--- src/rtl/pwm_action_qualifier.sv ---
module pwm_action_qualifier #(
  parameter int WORD_W = 16  // must be at least 10
) (
  input  logic              clk,
  input  logic              rst_n,
  input  logic              tick,
  input  logic              ev_zero,
  input  logic              ev_period,
  input  logic              ev_cmpa_up,
  input  logic              ev_cmpb_up,
  input  logic              wr_en,
  input  logic [1:0]        wr_sel,
  input  logic [WORD_W-1:0] wr_data,
  output logic              pwm_a,
  output logic              pwm_b
);

  localparam logic [1:0] SEL_ACT_A = 2'd0;
  localparam logic [1:0] SEL_ACT_B = 2'd1;
  localparam logic [1:0] SEL_FORCE = 2'd2;
  localparam logic [1:0] CODE_LOW  = 2'd1;
  localparam logic [1:0] CODE_HIGH = 2'd2;

  logic [5:0] act_a;
  logic [9:0] act_b;
  logic [3:0] frc_shadow, frc_active, frc_eff;
  logic [1:0] reload_mode;
  logic       load_now;
  logic       nxt_a, nxt_b;

  function automatic logic resolve(input logic cur, input logic [1:0] frc,
                                   input logic [1:0] a_zero, input logic [1:0] a_prd,
                                   input logic [1:0] a_cmp, input logic z,
                                   input logic p, input logic c);
    logic [1:0] act;
    logic       lvl;
    act = c ? a_cmp : (p ? a_prd : (z ? a_zero : 2'd0));
    case (act)
      2'd1:    lvl = 1'b0;
      2'd2:    lvl = 1'b1;
      2'd3:    lvl = ~cur;
      default: lvl = cur;
    endcase
    if (frc == CODE_LOW)       lvl = 1'b0;
    else if (frc == CODE_HIGH) lvl = 1'b1;
    return lvl;
  endfunction

  always_comb begin
    case (reload_mode)
      2'd0:    load_now = tick & ev_zero;
      2'd1:    load_now = tick & ev_period;
      2'd2:    load_now = tick & (ev_zero | ev_period);
      default: load_now = 1'b1;
    endcase
  end

  assign frc_eff = load_now ? frc_shadow : frc_active;
  assign nxt_a = resolve(pwm_a, frc_eff[1:0], act_a[1:0], act_a[3:2], act_a[5:4],
                         ev_zero, ev_period, ev_cmpa_up);
  assign nxt_b = resolve(pwm_b, frc_eff[3:2], act_b[1:0], act_b[3:2], act_b[9:8],
                         ev_zero, ev_period, ev_cmpb_up);

  always_ff @(posedge clk or negedge rst_n) begin
    if (!rst_n) begin
      act_a       <= '0;
      act_b       <= '0;
      frc_shadow  <= '0;
      reload_mode <= '0;
    end else if (wr_en) begin
      case (wr_sel)
        SEL_ACT_A: act_a <= wr_data[5:0];
        SEL_ACT_B: act_b <= wr_data[9:0];
        SEL_FORCE: begin
          frc_shadow  <= wr_data[3:0];
          reload_mode <= wr_data[7:6];
        end
        default: ;
      endcase
    end
  end

  always_ff @(posedge clk or negedge rst_n) begin
    if (!rst_n) begin
      frc_active <= '0;
      pwm_a      <= 1'b0;
      pwm_b      <= 1'b0;
    end else begin
      frc_active <= frc_eff;
      if (tick) begin
        pwm_a <= nxt_a;
        pwm_b <= nxt_b;
      end
    end
  end

  assert_hold_no_tick_R5: assert property (@(posedge clk) disable iff (!rst_n)
    !tick |=> ($stable(pwm_a) && $stable(pwm_b)));

  assert_force_low_R6: assert property (@(posedge clk) disable iff (!rst_n)
    (tick && frc_eff[1:0] == CODE_LOW) |=> !pwm_a);

  assert_force_high_R6: assert property (@(posedge clk) disable iff (!rst_n)
    (tick && frc_eff[3:2] == CODE_HIGH) |=> pwm_b);

  assert_active_hold_R7: assert property (@(posedge clk) disable iff (!rst_n)
    !load_now |=> $stable(frc_active));

  assert_toggle_R2: assert property (@(posedge clk) disable iff (!rst_n)
    (tick && ev_zero && !ev_period && !ev_cmpa_up && act_a[1:0] == 2'd3 &&
     (frc_eff[1:0] == 2'd0 || frc_eff[1:0] == 2'd3)) |=> (pwm_a != $past(pwm_a)));

endmodule

--- config.mk ---
export PLATFORM = sky130hd
export DESIGN_NAME = pwm_action_qualifier
export DESIGN_NICKNAME = d
export VERILOG_FILES = /design/src/rtl/pwm_action_qualifier.sv
export SDC_FILE = /design/constraint.sdc
export NUM_CORES = 1
export LEC_CHECK = 0
export BUFFER_PORTS_ARGS = -buffer_cell sky130_fd_sc_hd__clkbuf_2
export CAP_MARGIN = 20
export CORE_MARGIN = 2
export CORE_UTILIZATION = 45
export CTS_CLUSTER_SIZE = 40
export DETAILED_ROUTE_END_ITERATION = 16
export PLACE_DENSITY = 0.75
export RECOVER_POWER = 100
export REMOVE_ABC_BUFFERS = 1
export SLEW_MARGIN = 20
export SYNTH_ARGS = -nofsm -noshare
export SYNTH_HDL_FRONTEND = slang
export SYNTH_SLANG_ARGS = --single-unit
--- constraint.sdc ---
create_clock -name clk -period 7.1 [get_ports clk]
set_input_delay 1.42 -clock clk [delete_from_list [all_inputs] [get_ports clk]]
set_output_delay 1.42 -clock clk [all_outputs]
set_load 0.02 [all_outputs]
# --- Word level (Yosys, flattened, before mapping) ---
# Index checks and enable logic that the tools add are counted.
word_totals:
  ff_bits: 28
  latchBits: 0
  mem_bits_rw: 0
  romBits: 0
  input_bits: 26
  out_inout_bits: 2
  wordCells: 50
  memories: 0
classes:
  n_addsub: 0
  multipliers: 0
  n_div: 0
  order_cmp: 0
  eq_ne: 14
  shifts: 0
  mux: 14
  n_bitwise: 6
  reduce_logical: 9
ops:
  columns: ["cell", "count"]
  rows:
  - ["2-bit == test (second input constant)", 8]
  - ["2-bit by 1-bit == test with 1-bit output (second input constant)", 6]
  - ["2-bit 2-to-1 mux", 6]
  - ["2-bit AND reduction", 5]
  - ["5-bit nonzero test", 2]
  - ["1-bit case mux with 3 select lines", 3]
  - ["2-bit zero test", 2]
  - ["1-bit 2-to-1 mux", 4]
  - ["4-bit 2-to-1 mux", 1]
  - ["1-bit AND", 3]
  - ["1-bit inverter", 2]
  - ["1-bit bitwise OR", 1]

# --- Longest topological paths before layout ---
logic_depth:
  depth_word: 7
  depth_mapped: 10
  ltp_nobuf: 10

# --- Least setup slack after synthesis ---
# OpenSTA, ideal clock, no wires.
synth_path:
  path_type: "input port to flip-flop"
  start: "input port ev_period"
  end: "register pwm_b"
  setup_time_ns: 0.110
  arrival_ns: 3.069
  required_time_ns: 6.990
  setup_slack_ns: 3.921
  path_stages: 8
  path_buffers: 0
  path_cell_list: "nor2b_4 -> o211a_4 -> a211oi_4 -> mux2_4 -> ha_1 -> nor3b_1 -> o21ai_0 -> o41ai_1"
synth_between:
  elab_chain_cells: 7
  word_cells_on_any_way: 17
  cone_classes: "eq/ne (5); mux (7); bitwise (3); reduce/logical (2)"
synth_rtl:
  columns: ["element", "line", "source"]
  rows:
  - ["start, declared", "8", "input logic ev_period,"]
  - ["1-bit bitwise OR", "53", "2'd2: load_now = tick & (ev_zero | ev_period);"]
  - ["1-bit AND", "53", null]
  - ["1-bit case mux with 3 select lines (*)", "50", "case (reload_mode)"]
  - ["4-bit 2-to-1 mux (*)", "58", "assign frc_eff = load_now ? frc_shadow : frc_active;"]
  - ["named net frc_eff[3]", "26", "logic [3:0] frc_shadow, frc_active, frc_eff;"]
  - ["2-bit by 1-bit == test with 1-bit output / 2-bit == test (equally long branches)", "44, 45", null]
  - ["5-bit nonzero test (no source line) / 1-bit 2-to-1 mux (equally long branches)", null, null]
  - ["2-bit AND reduction (no source line) / 1-bit 2-to-1 mux (equally long branches)", null, null]
  - ["end signal, assigned", "92", "pwm_b <= nxt_b;"]
  - ["end, declared", "15", "output logic pwm_b"]
# The timed path passes the listed nets; every way through them passes the cells marked *.
# A chain may end at the register's enable or synchronous reset.

# --- Worst setup path in the final report ---
# Same ends and word-level chain as after synthesis.

==> metrics.txt <==
share of cells above drive strength 1 0.3182; synthesis-stage register bit count 24; worst-path fanout max 8; Worst Path Required around 7.3 ns; remaining antenna violation count 0; layout overhead on the synthesized area 12.20%; FF-to-FF setup slack 3.96 ns; Final Hold Fails 0; initial drt markers 15; kind of critical path input pin to register; CTS clk-pin slew, worst paths 0.13 ns; hpwl dp 1809 µm; CP endpoint kind register; GRT Util Overall 0.1547; # Post-CTS Setup Buffers 0; RSZ-0062 raised after global routing false; commonest non-fill, non-tap cells in the layout 24 x dfrtp_1, 18 x mux2_2, 15 x clkbuf_2; max_slew headroom 0.1718; DR pass1 iterations 4; Worst setup SP type input pin; number of I/O port buffers 21; Worst-Margin Slew roughly 1.2 ns; crit-path max cell delay 0.81 ns; Via density 5.405; Die Area 3341 µm²; FF-to-FF path depth 10; placed cell area 1446 µm²; clock latency on the worst-skew pair between 0.3 and 0.4 ns; CTS tree built; floorplan die height between 50 and 60 µm; Tightest Hold Check Type register to register; final setup vio count 0; PostCTS Resize Cnt 0; Fill cells roughly 250; Min-Delay Path Depth 2; final hold slack 0.5095 ns; DR vias slightly below 900; clock tree buffer depth 2; # rows 19; hold_buf cts 0; Unique masters post-synth 26; Residual DRC 0; Initial Util 0.4723; most common cell after layout, fill and taps aside dfrtp_1; Min-Delay Startpoint frc_active[1]; Cell Chain, Critical Path clkbuf_1 -> nor2b_1 -> o211a_4 -> a211oi_1 -> mux2_1 -> ha_1 -> nor3b_1 -> o21ai_0 -> o41ai_1; initial antenna violation count 0; register area share after synthesis 0.4611; final instance area between 1000 and 1500 µm²; worst path arrival time 3.97 ns; post-layout min period about 3.8 ns; DP Cell Count 159; power density over cell area 289.3 nW/µm²; Finished Layout Cells 163; gr ovfl total 0; final WL 2274 µm; Reg-to-Reg Start reload_mode[0]; Clock H-tree levels 1; run status finished, final reports clean; Avg Cell Area, Syn 12.17 µm²; crit path max-delay cell type a211oi_1; fmax approximately 0.27 GHz; TritonCTS buffer count 3; Yosys warning count 0; Post-Syn Instances 107; vias in the first global route ~890; GPL Wtd Cong 0.7441; Final Skew around 0.0010 ns; TNS Setup 0 ns; Mapped Area 1302 µm²; drt wl/cell 13.95 µm; Final Slew Violations 0; Hold EP frc_active[1]; first-pass GRT wire length 3891 µm; max-cap violations 0; pin count of the biggest net entering global routing 25; fin crit share 0.5282; Final #Nets 168; Die W between 50 and 60 µm; CTS Sinks 24; leakage 0.6833 nW; n_diodes 0; I/O Pins 28; core area 2758 µm²; VDD IR max 0.2072 mV; r2r endpoint pwm_b; Pwr Total 422.8 µW; root buffer cell clkbuf_4
## synthesized netlist by cell type
| cell | number | area (µm²) |
|---|---|---|
| dfrtp_1 | 24 | 600.6 |
| o21ai_0 | 8 | 40.04 |
| a32oi_1 | 1 | 8.760 |
| inv_1 | 11 | 41.29 |
| nor3b_2 | 2 | 25.02 |
| nor2_1 | 2 | 7.510 |
| nand2_1 | 7 | 26.28 |
| a211oi_4 | 1 | 20.02 |
| mux2i_1 | 2 | 20.02 |
| inv_2 | 1 | 3.750 |
| nor3b_1 | 1 | 7.510 |
| o41ai_1 | 1 | 8.760 |
| o21a_1 | 1 | 7.510 |
| and3_2 | 1 | 7.510 |
| a22oi_1 | 4 | 30.03 |
| o21bai_1 | 2 | 15.01 |
| o211a_4 | 1 | 17.52 |
| nor2b_4 | 1 | 13.76 |
| a211oi_1 | 2 | 15.01 |
| mux2_4 | 1 | 15.01 |
| nand3b_1 | 2 | 15.01 |
| a21oi_1 | 1 | 5.000 |
| mux2_2 | 19 | 214.0 |
| o32ai_2 | 1 | 16.27 |
| ha_1 | 9 | 112.6 |
| and2b_2 | 1 | 8.760 |
## how the worst max path moves through the flow
stage                         start     to  slack, ns  depth (start not counted)
after global routing      ev_period  pwm_b       3.13                          9
after detailed placement  ev_period  pwm_b       3.57                          9
final                     ev_period  pwm_b       3.35                          9
after CTS                 ev_period  pwm_b       3.89                          9
after floorplan           ev_period  pwm_b       3.92                          8
after global placement    ev_period  pwm_b       3.63                          9
## flip-flops by register name, summed over array words and instances (netlist names)
register     count
frc_shadow       4
frc_active       4
act_b            6
pwm_a            1
reload_mode      2
pwm_b            1
act_a            6
## final cells by class
cell class	count	area (µm²)	share of cell area
multi-input combinational	71	626.9	0.4289
timing repair buffer	21	97.59	0.06678
sequential	24	600.6	0.4110
clock inverter	1	30.03	0.02055
inverter	12	45.04	0.03082
tap	31	38.79	0.02654
clock buffer	3	22.52	0.01541
## cell families after synthesis
family / count (synthesis) / share of synthesized area
compound gates: 23 / 0.1412
simple gates: 17 / 0.08550
mux: 22 / 0.1912
buf+inv: 12 / 0.03458
flops: 24 / 0.4611
fa+ha+maj: 9 / 0.08646
## where the power goes
| group | internal (mW) | switching (mW) |
|---|---|---|
| Clock | 0.0571 | 0.0416 |
| Sequential | 0.173 | 0.0209 |
| Combinational | 0.0626 | 0.0680 |
## critical path: cells and delay by family
kind	cells	cell delay [ns]
compound gates	4	1.21
mux	1	0.45
simple gates	2	0.43
fa+ha+maj	1	0.29
buf+inv	1	0.18
## routing by layer
layer  global-route usage  share of wire  vias to the layer above  wire length [µm]
met5                    0              0                        -                 0
met3              0.01786          0.059                        9               135
met1               0.2081           0.45                      410              1022
met2               0.2419           0.46                       29              1042
li1                     -              -                      433                 -
met4              0.08970          0.033                        0                74
## through the flow
stage,utilization,setup WS (ns)
6_report,0.5299,3.350
5_1_grt,0.5299,3.126
4_1_cts,0.5436,3.894
3_5_place_dp,0.5245,3.567
3_3_place_gp,0.5245,3.627
2_1_floorplan,-,3.921
Note: power is estimated with default switching activity, not from simulation.
